--- src/rtl/tx_status_stack.sv ---
module tx_status_stack #(
  parameter int DEPTH = 4
) (
  input  logic       clk,
  input  logic       rst_n,
  input  logic       tx_reset,
  input  logic       done_valid,
  input  logic       done_intr,
  input  logic       done_jabber,
  input  logic       done_underrun,
  input  logic       done_maxcoll,
  input  logic       fifo_overrun,
  input  logic       stat_wr,
  output logic [7:0] stat_rd_data,
  output logic       txc_event,
  output logic       tx_disable,
  output logic       adapter_fail
);
  localparam int CW = $clog2(DEPTH + 1);

  logic [7:0]    slot [DEPTH];
  logic [7:0]    slot_nxt [DEPTH];
  logic [CW-1:0] cnt;

  wire empty = (cnt == '0);
  wire full  = (cnt == CW'(DEPTH));
  wire pop   = stat_wr && !empty;
  wire push  = done_valid && (!full || pop);
  wire drop  = done_valid && full && !pop;
  wire fatal = done_valid && (done_jabber || done_underrun);
  wire [7:0] entry = {1'b1, done_intr, done_jabber, done_underrun, done_maxcoll, 3'b000};
  wire [CW-1:0] wr_idx = pop ? cnt - CW'(1) : cnt;

  always_comb begin
    for (int i = 0; i < DEPTH; i++) begin
      if (pop) slot_nxt[i] = (i < DEPTH - 1) ? slot[(i + 1) % DEPTH] : 8'h00;
      else     slot_nxt[i] = slot[i];
      if (push && wr_idx == CW'(i)) slot_nxt[i] = entry;
      if (drop && i == DEPTH - 1)   slot_nxt[i][2] = 1'b1;
    end
  end

  always_ff @(posedge clk) begin
    if (!rst_n || tx_reset) begin
      for (int i = 0; i < DEPTH; i++) slot[i] <= 8'h00;
      cnt          <= '0;
      txc_event    <= 1'b0;
      tx_disable   <= 1'b0;
      adapter_fail <= 1'b0;
    end else begin
      for (int i = 0; i < DEPTH; i++) slot[i] <= slot_nxt[i];
      cnt          <= cnt + CW'(push) - CW'(pop);
      txc_event    <= push && (done_intr || done_jabber || done_underrun || done_maxcoll);
      tx_disable   <= tx_disable || fatal || fifo_overrun;
      adapter_fail <= adapter_fail || fifo_overrun;
    end
  end

  assign stat_rd_data = slot[0];
endmodule

--- config.mk ---
export PLATFORM = sky130hd
export DESIGN_NAME = tx_status_stack
export DESIGN_NICKNAME = d
export VERILOG_FILES = /design/src/rtl/tx_status_stack.sv
export SDC_FILE = /design/constraint.sdc
export NUM_CORES = 1
export LEC_CHECK = 0
export BUFFER_PORTS_ARGS = -buffer_cell sky130_fd_sc_hd__buf_2
export CAP_MARGIN = 15
export CORE_AREA = 2 2 55 57
export CTS_CLUSTER_SIZE = 12
export DETAILED_ROUTE_END_ITERATION = 10
export DIE_AREA = 0 0 57 59
export PLACE_DENSITY = 0.78
export SLEW_MARGIN = 10
export SYNTH_ARGS = -nofsm -noshare
export SYNTH_HDL_FRONTEND = slang
export SYNTH_SLANG_ARGS = --single-unit
--- constraint.sdc ---
create_clock -name clk -period 3.48 [get_ports clk]
set_clock_uncertainty 0.15 [all_clocks]
set_input_delay 0.174 -clock clk [delete_from_list [all_inputs] [get_ports clk]]
set_output_delay 0.174 -clock clk [all_outputs]
set_load 0.02 [all_outputs]
After elaboration in Yosys (flattened, before gate mapping)
Memories as Yosys holds them, arrays and structs flattened.
Cells that the tools add are included.

cells by class
  eq/ne operators = 4
  muxes and demuxes = 17
  bitwise operators = 4
  reduce and logical (&&, ||, !) cells = 25
  add/sub/neg operators = 3

operators with widths
  cell                 count
  $mux 8               12
  $logic_and 1x1->1    10
  $logic_or 1x1->1     9
  $eq 3x2->1 const B   2
  $logic_not 3->1      2
  $logic_not 1->1      4
  $mux 1               4
  $or 1x1->1           4
  $add 3x1->3          1
  $eq 3x1->1 const B   1
  $eq 3x3->1 const B   1
  $mux 3               1
  $sub 3x1->3          1
  $sub 3x1->3 const B  1

word-level totals
  word-level logic and storage cells = 58
  bits of input ports = 10
  flip-flop bits (word level) = 6
  memories = 1
  RAM bits = 32

memory list
  name  depth  bits a word  read ports  clocked after Yosys merged registers in  wr ports  RTL line  text
  slot  4      8            4           0                                        4         21        logic [7:0] slot [DEPTH];

Depth between registers and ports, before layout
Gate-level depths: netlist of the first run.

  word-level depth = 9
  mapped depth = 14

Least setup slack after synthesis of the first run
No wires, ideal clock.

  path type = flip-flop to flip-flop
  from = register cnt[0]
  to = register cnt[2]
  slack = 0.876 ns
  buffers on the path = 1
  data arrival time = 2.326 ns
  library setup time = 0.128 ns
  stages on the path, launching flop included = 15
  path through = dfxtp_1 inv_1 ha_1 nand2b_1 nand2_1 inv_1 buf_2 ha_1 inv_1 ha_1 inv_1 fa_1 xnor2_1 xnor2_1 nor2_1

between the ends
  longest elaborated chain between the ends = 7
  elaborated cells on any way between the ends = 9
  those cells by class = 2 x add/sub; 1 x eq/ne; 6 x reduce/logical

RTL lines
  element                 RTL line  text
  start, declared         23        logic [CW-1:0] cnt;
  start signal, assigned  52        cnt <= cnt + CW'(push) - CW'(pop);
  $logic_not 3->1 (*)     25        wire empty = (cnt == '0);
  $logic_not 1->1 (*)     27        wire pop = stat_wr && !empty;
  $logic_and 1x1->1 (*)   27
  named net pop           27
  $logic_or 1x1->1        28        wire push = done_valid && (!full || pop);
  $logic_and 1x1->1       28
  $add 3x1->3             52
  $sub 3x1->3 (*)         52

Mark *: on every way through the listed nets, which the timed path passes. The rest lies on a longest branch.
A chain may end at the register's enable or synchronous reset.

Worst setup path in the final report of the first run
  from = register cnt[0]
  to = register cnt[2]

between the ends
  longest elaborated chain between the ends = 7
  elaborated cells on any way between the ends = 9
  those cells by class = 2 x add/sub; 1 x eq/ne; 6 x reduce/logical

RTL lines
  element            RTL line
  $logic_not 3->1    25
  $logic_not 1->1    27
  $logic_and 1x1->1  27
  $logic_or 1x1->1   28
  $logic_and 1x1->1  28
  $add 3x1->3        52
  $sub 3x1->3 (*)    52

Mark *: on every way between the ends. The rest lies on a longest branch, timed or not.

==> impl_metrics.env, run 1 <==
export IMPL_synth_area_per_cell_um2=8.53
export IMPL_clk_path_buf_depth=2
export IMPL_critPathLaunchType="register"
export IMPL_yosys_most_used_dff="dfxtp_1"
export IMPL_crit_path_frequent_cell="inv_1"
export IMPL_cp_slowest_stage_delay_ps=410
export IMPL_netlist_instances=173
export IMPL_r2r_end="cnt[2]$_SDFF_PP0_"
export IMPL_power_density_mw_per_mm2=436
export IMPL_fin_util_pct=58.6
export IMPL_min_from="done_intr"
export IMPL_critPathRequiredTime_ps=3520
export IMPL_async_flop_share_pct=0
export IMPL_cp_startpoint="cnt[0]$_SDFF_PP0_"
export IMPL_synth_cell_type_count=33
export IMPL_min_to="slot[0][6]$_SDFFE_PP0P_"
export IMPL_syn_area_mm2=0.00148
export IMPL_yosysSeqAreaShare_pct=40.7
export IMPL_worstSetupEndpointType="register"
export IMPL_viasPerCell=5.71
export IMPL_slew_viol_final=0
export IMPL_die_height_um=59
export IMPL_leakage_nw=0.733
export IMPL_yosys_top_cells_area="dfxtp_1 (41%), mux2i_1 (11%), nand2_1 (6.1%), buf_4 (4.1%), ha_1 (3.4%)"
export IMPL_routabilityCongestion=0.979
export IMPL_tns_ps=0
export IMPL_postCtsSetupBuffers=0
export IMPL_synth_area_leader_cell="dfxtp_1"
export IMPL_cpLargestDelayFamily="adder cells"
export IMPL_vias=1227
export IMPL_ys_ff_latch=30
export IMPL_grt_first_pass_wirelength_um=5300
export IMPL_r2r_setup_slack_ps=580
export IMPL_finalCriticalPeriod_ps=2900
export IMPL_cts_htree_levels=2
export IMPL_ir_drop_uv=313
export IMPL_crit_chain="inv_1 > ha_1 > nand2b_1 > nand2_1 > inv_1 > ha_1 > inv_1 > ha_1 > inv_1 > fa_1 > xnor2_1 > xnor2_1 > nor2_1"
export IMPL_hold_class="input port to register"
export IMPL_port_buffers=18
export IMPL_crit_fanout=11
export IMPL_diodes=0
export IMPL_drtAntennaViolNets=0
export IMPL_cts_sinks=30
export IMPL_rows=19
export IMPL_rsz0062_at_grt="no"
export IMPL_antenna_found_initial=0
export IMPL_fp_dieArea_mm2=0.00336
export IMPL_routed_wl_um=2990
export IMPL_io_pins=21
export IMPL_area_growth_pct=7.63
export IMPL_wl_per_cell_um=13.9
export IMPL_globalRouteTotalUtil_pct=20.7
export IMPL_clk_pin_slew_worst_paths_ps=90
export IMPL_drtIter0Drc=56
export IMPL_core_area_mm2=0.00271
export IMPL_hold_violations=0
export IMPL_first_global_vias=1221
export IMPL_cap_violations=0
export IMPL_clk_latency_ps=310
export IMPL_synth_top_area_share_pct=40.7
export IMPL_worstMarginPinSlew_ps=1150
export IMPL_num_nets_final=198
export IMPL_dp_hpwl_um=2160
export IMPL_yosysWarnings=0
export IMPL_die_width_um=57
export IMPL_cts_root_buf="clkbuf_4"
export IMPL_critPathKind="register to register"
export IMPL_r2r_start="cnt[0]$_SDFF_PP0_"
export IMPL_timing_fmax_mhz=344
export IMPL_gr_total_overflow=0
export IMPL_start_util_pct=54.4
export IMPL_reg2regPathDepth=13
export IMPL_post_route_cells_drive_above_1_share_pct=16.3
export IMPL_worst_endpoint_arrival_ps=2940
export IMPL_numCtsBuffers=5
export IMPL_post_route_period_util_pct=83.5
export IMPL_synth_most_common_cell="dfxtp_1"
export IMPL_dp_cells=205
export IMPL_status="complete, no violations"
export IMPL_synth_edf_count=0
export IMPL_crit_buf_inv=4
export IMPL_cts_resized=0
export IMPL_slew_headroom_pct=23.4
export IMPL_cpMaxStageDelayCell="dfxtp_1"
export IMPL_drt_first_pass_iters=4
export IMPL_synth_common_cells="dfxtp_1 (30), nand2_1 (24), mux2i_1 (16)"
export IMPL_final_cells=215
export IMPL_cts_tree="yes"
export IMPL_drc=0
export IMPL_worstHoldPathCells=3
export IMPL_grt_max_degree=25
export IMPL_final_setup_viol_count=0
worst min-delay path: cells and delay by family:
family                 cells  cell delay [ps]
AND/OR/NAND/NOR            1               70
multiplexers               1               70
buffers and inverters      1              120
where the power goes:
| group | leakage [nW] | switching, mW | internal [mW] |
|---|---|---|---|
| sequential | 0.243 | 0.00759 | 0.355 |
| clock | 0.0353 | 0.114 | 0.0978 |
| combinational | 0.455 | 0.0764 | 0.0426 |
per-layer routing:
metal | GRT usage, % | share of wire [%] | vias to the layer above
met5 | 0 | 0 | -
met4 | 9.63 | 1.6 | 0
met3 | 5.90 | 7.7 | 10
met2 | 34.6 | 48 | 66
met1 | 24.6 | 43 | 551
li1 | - | - | 600
stage by stage:
stage / power [mW] / setup WS, ps / instance area [um2] / hold slack [ps]
CTS: 0.698 / 632 / 1590 / 7.04
detailed placement: 0.485 / 657 / 1510 / 272
floorplan: 0.463 / 876 / 1480 / 145
global placement: 0.481 / 804 / 1510 / 248
global route: 0.729 / 347 / 1590 / 26.4
finish: 0.693 / 575 / 1590 / 23.2
area by class of cell:
type                    instances  area [um2]
clock buffers                   7        55.1
repair buffers                 21         118
clock inverters                 1        5.00
multi-input cells             119         748
well taps                      31        38.8
fillers                       261        1120
inverters                       6        22.5
flip-flops and latches         30         601
cells in the final DEF (no fill, tap or decap), types with 2 or more instances in the layout:
master / n
and3_1: 4
nand2b_1: 3
a211oi_1: 4
nand2_1: 24
nor2_1: 13
a21oi_1: 7
nor3_1: 7
buf_2: 18
a211oi_2: 2
inv_1: 6
o21ai_0: 6
a31oi_1: 3
nand3_1: 5
conb_1: 2
dlygate4sd3_1: 2
clkbuf_4: 5
dfxtp_1: 30
mux2i_1: 16
xnor2_1: 2
or3_1: 4
or2_1: 2
ha_1: 4
nor2b_1: 2
kinds of logic (layout without fill, tap and decap cells):
logic type	after synthesis	in the layout	synth area share, %
DFF	30	30	40.7
adders and majority gates	5	5	4.75
other	1	2	0.254
xor gates and xnor gates	2	2	1.19
muxes	16	16	10.9
and+or+nand+nor	68	68	21.9
AOI/OAI and AO/OA	26	26	11.5
buffers and inverters	25	35	8.82
sequential cells by signal (all words and copies together) (netlist names):
name and count:
txc_event 1, slot 24, tx_disable 1, adapter_fail 1
cnt 3
how the worst max path moves through the flow:
stage                     slack (ps)                 to  cells after the start
after global placement           800  cnt[2]$_SDFF_PP0_                     13
after global routing             350  cnt[2]$_SDFF_PP0_                     13
after floorplan                  880  cnt[2]$_SDFF_PP0_                     14
final                            580  cnt[2]$_SDFF_PP0_                     13
after CTS                        630  cnt[2]$_SDFF_PP0_                     13
after detailed placement         660  cnt[2]$_SDFF_PP0_                     13
what timing repair did:
action,4_1_cts,5_1_grt
setup endpoints to repair,0,0
hold buffers,2,0
hold endpoints to repair,3,0
Power figures use the tool's default switching activity.
==> run 2: changes to the inputs <==
- ABC_AREA: unset -> 1
- CORE_AREA: 2 2 55 57 -> 2 2 57 59
- DIE_AREA: 0 0 57 59 -> 0 0 59 61
- PLACE_DENSITY: 0.78 -> 0.8
- clock period: 3.48 -> 3 ns (I/O delays scaled with it)
==> impl_metrics.env, run 2 <==
export IMPL_seq_area_um2=601
export IMPL_antenna_found_initial=0
export IMPL_yosys_most_used_dff="dfxtp_1"
export IMPL_final_cells=271
export IMPL_gr_total_overflow=0
export IMPL_cts_htree_levels=2
export IMPL_slew_headroom_pct=36.4
export IMPL_cts_root_buf="clkbuf_4"
export IMPL_synth_edf_count=0
export IMPL_rows=20
export IMPL_final_setup_viol_count=0
export IMPL_port_buffers=18
export IMPL_clkPwrFrac_pct=34.1
export IMPL_r2r_start="cnt[0]$_SDFF_PP0_"
export IMPL_drtIter0Drc=95
export IMPL_comb_power_share_pct=23.2
export IMPL_yosysWarnings=0
export IMPL_diodes=0
export IMPL_critPathKind="register to register"
export IMPL_status="complete, no violations"
export IMPL_cap_violations=0
export IMPL_synth_cell_type_count=27
export IMPL_fp_dieArea_mm2=0.00360
export IMPL_critPathRequiredTime_ps=3120
export IMPL_cts_tree="yes"
export IMPL_dp_cells=255
export IMPL_clk_pin_slew_worst_paths_ps=100
export IMPL_layout_common_cells="nand2_1 (54), nand3_1 (38), dfxtp_1 (30)"
export IMPL_top_register="slot"
export IMPL_wl_per_cell_um=12.2
export IMPL_ys_ff_latch=30
export IMPL_synth_area_leader_cell="dfxtp_1"
export IMPL_worst_endpoint_arrival_ps=2860
export IMPL_ir_drop_uv=302
export IMPL_post_route_cells_drive_above_1_share_pct=20.6
export IMPL_finalCriticalPeriod_ps=2740
export IMPL_start_util_pct=55.8
export IMPL_cts_sinks=30
export IMPL_final_common_cell="nand2_1"
export IMPL_clk_path_buf_depth=2
export IMPL_vias=1449
export IMPL_min_from="stat_wr"
export IMPL_critPathLaunchType="register"
export IMPL_drc=0
export IMPL_leakage_nw=0.814
export IMPL_tns_ps=0
export IMPL_yosys_top_cells_area="dfxtp_1 (36%), nand2_1 (12%), nand3_1 (12%), a21oi_1 (7.3%), nand2_4 (5.5%)"
export IMPL_rsz0062_at_grt="no"
export IMPL_synth_area_per_cell_um2=7.63
export IMPL_first_global_vias=1252
export IMPL_hold_class="input port to register"
export IMPL_timing_fmax_mhz=365
export IMPL_syn_area_mm2=0.00165
export IMPL_hold_violations=0
export IMPL_p_sw_mw=0.304
export IMPL_yosysSeqAreaShare_pct=36.4
export IMPL_reg_top3="slot x24, cnt x3"
export IMPL_r2r_end="slot[0][10]$_SDFFE_PP0N_"
export IMPL_power_density_mw_per_mm2=527
export IMPL_p_int_mw=0.683
export IMPL_synth_most_common_cell="nand2_1"
export IMPL_post_route_period_util_pct=91.4
export IMPL_synth_top_area_share_pct=36.4
export IMPL_worstMarginPinSlew_ps=951
export IMPL_worstSetupEndpointType="register"
export IMPL_min_to="slot[0][26]$_SDFF_PP0_"
export IMPL_holdWs_ps=120
export IMPL_slew_viol_final=0
export IMPL_drtAntennaViolNets=0
export IMPL_seqPwrFrac_pct=42.7
export IMPL_largest_reg_flops=24
export IMPL_routed_wl_um=3300
export IMPL_globalRouteTotalUtil_pct=20.2
export IMPL_viasPerCell=5.35
export IMPL_numCtsBuffers=5
export IMPL_routabilityCongestion=0.787
export IMPL_area_growth_pct=13.6
export IMPL_cts_resized=0
export IMPL_drt_first_pass_iters=4
export IMPL_synth_common_cells="nand2_1 (54), nand3_1 (38), dfxtp_1 (30)"
export IMPL_io_pins=21
export IMPL_num_nets_final=253
export IMPL_core_area_mm2=0.00295
export IMPL_crit_fanout=19
export IMPL_nFillCells=276
export IMPL_die_width_um=59
export IMPL_netlist_instances=216
export IMPL_multi_input_area_um2=908
export IMPL_r2r_setup_slack_ps=260
export IMPL_async_flop_share_pct=0
export IMPL_p_total_mw=0.987
export IMPL_worstHoldPathCells=4
export IMPL_grt_first_pass_wirelength_um=5440
export IMPL_die_height_um=61
export IMPL_clk_latency_ps=330
export IMPL_grt_max_degree=28
export IMPL_reg2regPathDepth=11
export IMPL_swShare_pct=30.8
export IMPL_dp_hpwl_um=2160
## run 2: cell types whose count changed in the layout (fill, tap and decap cells not counted), moves of 6 or more
cell	before	now
mux2i_1	16	0
nand2_2	0	6
inv_1	6	12
a21oi_1	7	24
dlygate4sd3_1	2	9
nor3_1	7	1
nor2_1	13	6
nand2_4	0	8
nand3_1	5	38
nand2_1	24	54
## run 2: cell families after synthesis
kind of cell	Yosys count	share of synthesized area [%]
buffers and inverters	28	8.66
other	1	0.228
xor gates and xnor gates	1	0.532
and+or+nand+nor	121	39.8
AOI/OAI and AO/OA	30	10.1
DFF	30	36.4
adders and majority gates	5	4.25
## run 2: cell type report
type	instances	area share (%)
sequential	30	32.1
multi-input combinational	159	48.5
inverter	14	2.81
clock buffer	6	2.74
clock inverter	1	1.60
timing repair buffer	28	10.0
tap	33	2.21
## run 2: worst max-delay path by stage
stage / start / end / slack, ps / cells past startpoint
6_report: cnt[0]$_SDFF_PP0_ / slot[0][10]$_SDFFE_PP0N_ / 260 / 11
5_1_grt: cnt[0]$_SDFF_PP0_ / slot[0][10]$_SDFFE_PP0N_ / 70 / 11
4_1_cts: cnt[0]$_SDFF_PP0_ / slot[0][10]$_SDFFE_PP0N_ / 270 / 11
3_5_place_dp: cnt[0]$_SDFF_PP0_ / cnt[2]$_SDFF_PP0_ / 430 / 11
3_3_place_gp: cnt[1]$_SDFF_PP0_ / cnt[2]$_SDFF_PP0_ / 510 / 12
2_1_floorplan: cnt[1]$_SDFF_PP0_ / cnt[2]$_SDFF_PP0_ / 350 / 13
## run 2: power groups by stage
stage          clock [mW]  sequential, mW  combinational [mW]
2_1_floorplan           0           0.432               0.181
3_3_place_gp            0           0.431               0.217
3_5_place_dp            0           0.431               0.219
4_1_cts             0.339           0.422               0.229
5_1_grt             0.353           0.424               0.252
6_report            0.337           0.422               0.228
## run 2: layer usage
| metal | GRT usage (%) | wire, um |
|---|---|---|
| met1 | 24.4 | 1490 |
| met4 | 7.14 | 52 |
| met2 | 35.1 | 1600 |
| met3 | 5.12 | 146 |
| met5 | 0 | 0 |
## run 2: repair_timing
item | CTS | global route
buffers inserted | 0 | 0
hold buffers | 9 | 0
hold endpoints to repair | 10 | 0
## run 2: critical path: stages (launching register included)
cell and delay [ps]:
dfxtp_1 410, inv_1 120, ha_1 290, a21oi_1 240, buf_4 280, nand2_1 120, nand2_4 140, nor2_8 70
nand2_4 120, nand3_1 80, dlygate4sd3_1 560, a21oi_1 120
## run 2: metrics by stage
| step | setup slack [ps] | utilization [%] | cell area [um2] |
|---|---|---|---|
| finish | 257 | 63.4 | 1870 |
| global route | 70.3 | 63.4 | 1870 |
| CTS | 266 | 63.4 | 1870 |
| detailed placement | 435 | 57.6 | 1700 |
| global placement | 507 | 57.6 | 1700 |
| floorplan | 346 | - | 1650 |
==> run 3: changes to the inputs <==
- CORE_AREA: 2 2 57 59 -> 2 2 56 58
- CTS_CLUSTER_SIZE: 12 -> unset
- DIE_AREA: 0 0 59 61 -> 0 0 58 60
- PLACE_DENSITY: 0.8 -> 0.82
- clock period: 3 -> 3.4 ns (I/O delays scaled with it)
==> impl_metrics.env, run 3 (synthesized netlist as in run 2, its figures left out) <==
export IMPL_status="complete, no violations"
export IMPL_drt_first_pass_iters=4
export IMPL_finalCriticalPeriod_ps=2730
export IMPL_critPathKind="register to register"
export IMPL_viasPerCell=5.39
export IMPL_port_buffers=18
export IMPL_drtIter0Drc=51
export IMPL_area_growth_pct=12.4
export IMPL_rows=20
export IMPL_antenna_found_initial=0
export IMPL_critPathRequiredTime_ps=3530
export IMPL_first_global_vias=1273
export IMPL_leakage_nw=0.805
export IMPL_cp_startpoint="cnt[1]$_SDFF_PP0_"
export IMPL_slew_headroom_pct=39.3
export IMPL_worstHoldPathCells=3
export IMPL_fin_util_pct=63.8
export IMPL_power_density_mw_per_mm2=470
export IMPL_cap_violations=0
export IMPL_globalRouteTotalUtil_pct=20.7
export IMPL_grt_first_pass_wirelength_um=5440
export IMPL_clk_path_buf_depth=2
export IMPL_swShare_pct=30.9
export IMPL_seq_area_um2=601
export IMPL_cts_sinks=30
export IMPL_setup_worst_path_end="slot[0][2]$_SDFFE_PP0N_"
export IMPL_nFillCells=259
export IMPL_reg_top3="slot x24, cnt x3"
export IMPL_fp_dieArea_mm2=0.00348
export IMPL_largest_reg_flops=24
export IMPL_layout_common_cells="nand2_1 (54), nand3_1 (38), dfxtp_1 (30)"
export IMPL_cts_htree_levels=2
export IMPL_hold_buffers=7
export IMPL_hold_violations=0
export IMPL_final_common_cell="nand2_1"
export IMPL_critPathLaunchType="register"
export IMPL_io_pins=21
export IMPL_gr_total_overflow=0
export IMPL_wl_per_cell_um=12.3
export IMPL_final_setup_viol_count=0
export IMPL_start_util_pct=56.8
export IMPL_hold_class="input port to register"
export IMPL_routed_wl_um=3310
export IMPL_r2r_end="slot[0][2]$_SDFFE_PP0N_"
export IMPL_worstSetupEndpointType="register"
export IMPL_worstMarginPinSlew_ps=909
export IMPL_drc=0
export IMPL_cts_tree="yes"
export IMPL_cts_root_buf="clkbuf_4"
export IMPL_die_height_um=60
export IMPL_comb_power_share_pct=23.0
export IMPL_vias=1451
export IMPL_cts_resized=0
export IMPL_worst_endpoint_arrival_ps=2850
export IMPL_ir_drop_uv=302
export IMPL_p_sw_mw=0.269
export IMPL_reg2regPathDepth=11
export IMPL_timing_fmax_mhz=367
export IMPL_clkPwrFrac_pct=34.3
export IMPL_diodes=0
export IMPL_post_route_cells_drive_above_1_share_pct=20.8
export IMPL_r2r_setup_slack_ps=670
export IMPL_seqPwrFrac_pct=42.8
export IMPL_routabilityCongestion=0.867
export IMPL_tns_ps=0
export IMPL_p_int_mw=0.601
export IMPL_dp_hpwl_um=2180
export IMPL_numCtsBuffers=5
export IMPL_multi_input_area_um2=908
export IMPL_die_width_um=58
export IMPL_clk_pin_slew_worst_paths_ps=100
export IMPL_num_nets_final=251
export IMPL_grt_max_degree=28
export IMPL_drtAntennaViolNets=0
export IMPL_crit_fanout=19
export IMPL_core_area_mm2=0.00290
export IMPL_rsz0062_at_grt="no"
export IMPL_slew_viol_final=0
export IMPL_r2r_start="cnt[1]$_SDFF_PP0_"
export IMPL_postCtsSetupBuffers=0
export IMPL_post_route_period_util_pct=80.2
export IMPL_top_register="slot"
export IMPL_clk_latency_ps=330
[run 3: metal layers]
metal	global-route usage, %	routed length, um
met1	24.7	1440
met2	35.1	1680
met3	6.06	145
met4	7.97	47
met5	0	0
[run 3: worst min path at each step]
stage,startpoint,to,slack (ps)
4_1_cts,done_jabber,slot[0][29]$_SDFFE_PP0P_,10
3_5_place_dp,fifo_overrun,adapter_fail$_SDFF_PP0_,270
3_3_place_gp,fifo_overrun,adapter_fail$_SDFF_PP0_,260
6_report,done_jabber,slot[0][29]$_SDFFE_PP0P_,10
5_1_grt,done_valid,slot[0][26]$_SDFF_PP0_,20
2_1_floorplan,fifo_overrun,adapter_fail$_SDFF_PP0_,150
[run 3: metrics by stage]
| stage | total power, mW | cell area (um2) | cells | hold slack (ps) | worst slack (ps) |
|---|---|---|---|---|---|
| finish | 0.870 | 1850 | 269 | 14.1 | 674 |
| global placement | 0.570 | 1700 | 255 | 263 | 907 |
| global route | 0.906 | 1850 | 269 | 22.5 | 502 |
| CTS | 0.873 | 1850 | 269 | 13.5 | 680 |
| floorplan | 0.541 | 1650 | 217 | 155 | 746 |
| detailed placement | 0.572 | 1700 | 255 | 271 | 821 |
[run 3: worst max-delay path, cell delays in order (launching register included)]
cell	delay, ps
dfxtp_1	410
inv_1	120
ha_1	280
a21oi_1	230
buf_4	270
nand2_1	120
nand2_4	140
nor2_8	70
nand2_4	110
nand3_1	80
dlygate4sd3_1	560
a21oi_1	100
[run 3: cell type report]
| cell class | count | area share, % |
|---|---|---|
| inverter | 14 | 2.84 |
| clock buffer | 6 | 2.77 |
| sequential | 30 | 32.4 |
| multi-input combinational | 159 | 49.1 |
| tap | 33 | 2.23 |
| clock inverter | 1 | 1.62 |
| timing repair buffer | 26 | 9.05 |
[run 3: power by group through the flow]
stage	clock network [mW]	logic [mW]	registers, mW
after floorplan	0	0.160	0.381
after global placement	0	0.191	0.380
after detailed placement	0	0.192	0.380
after CTS	0.300	0.200	0.372
after global routing	0.311	0.221	0.373
final	0.298	0.200	0.372
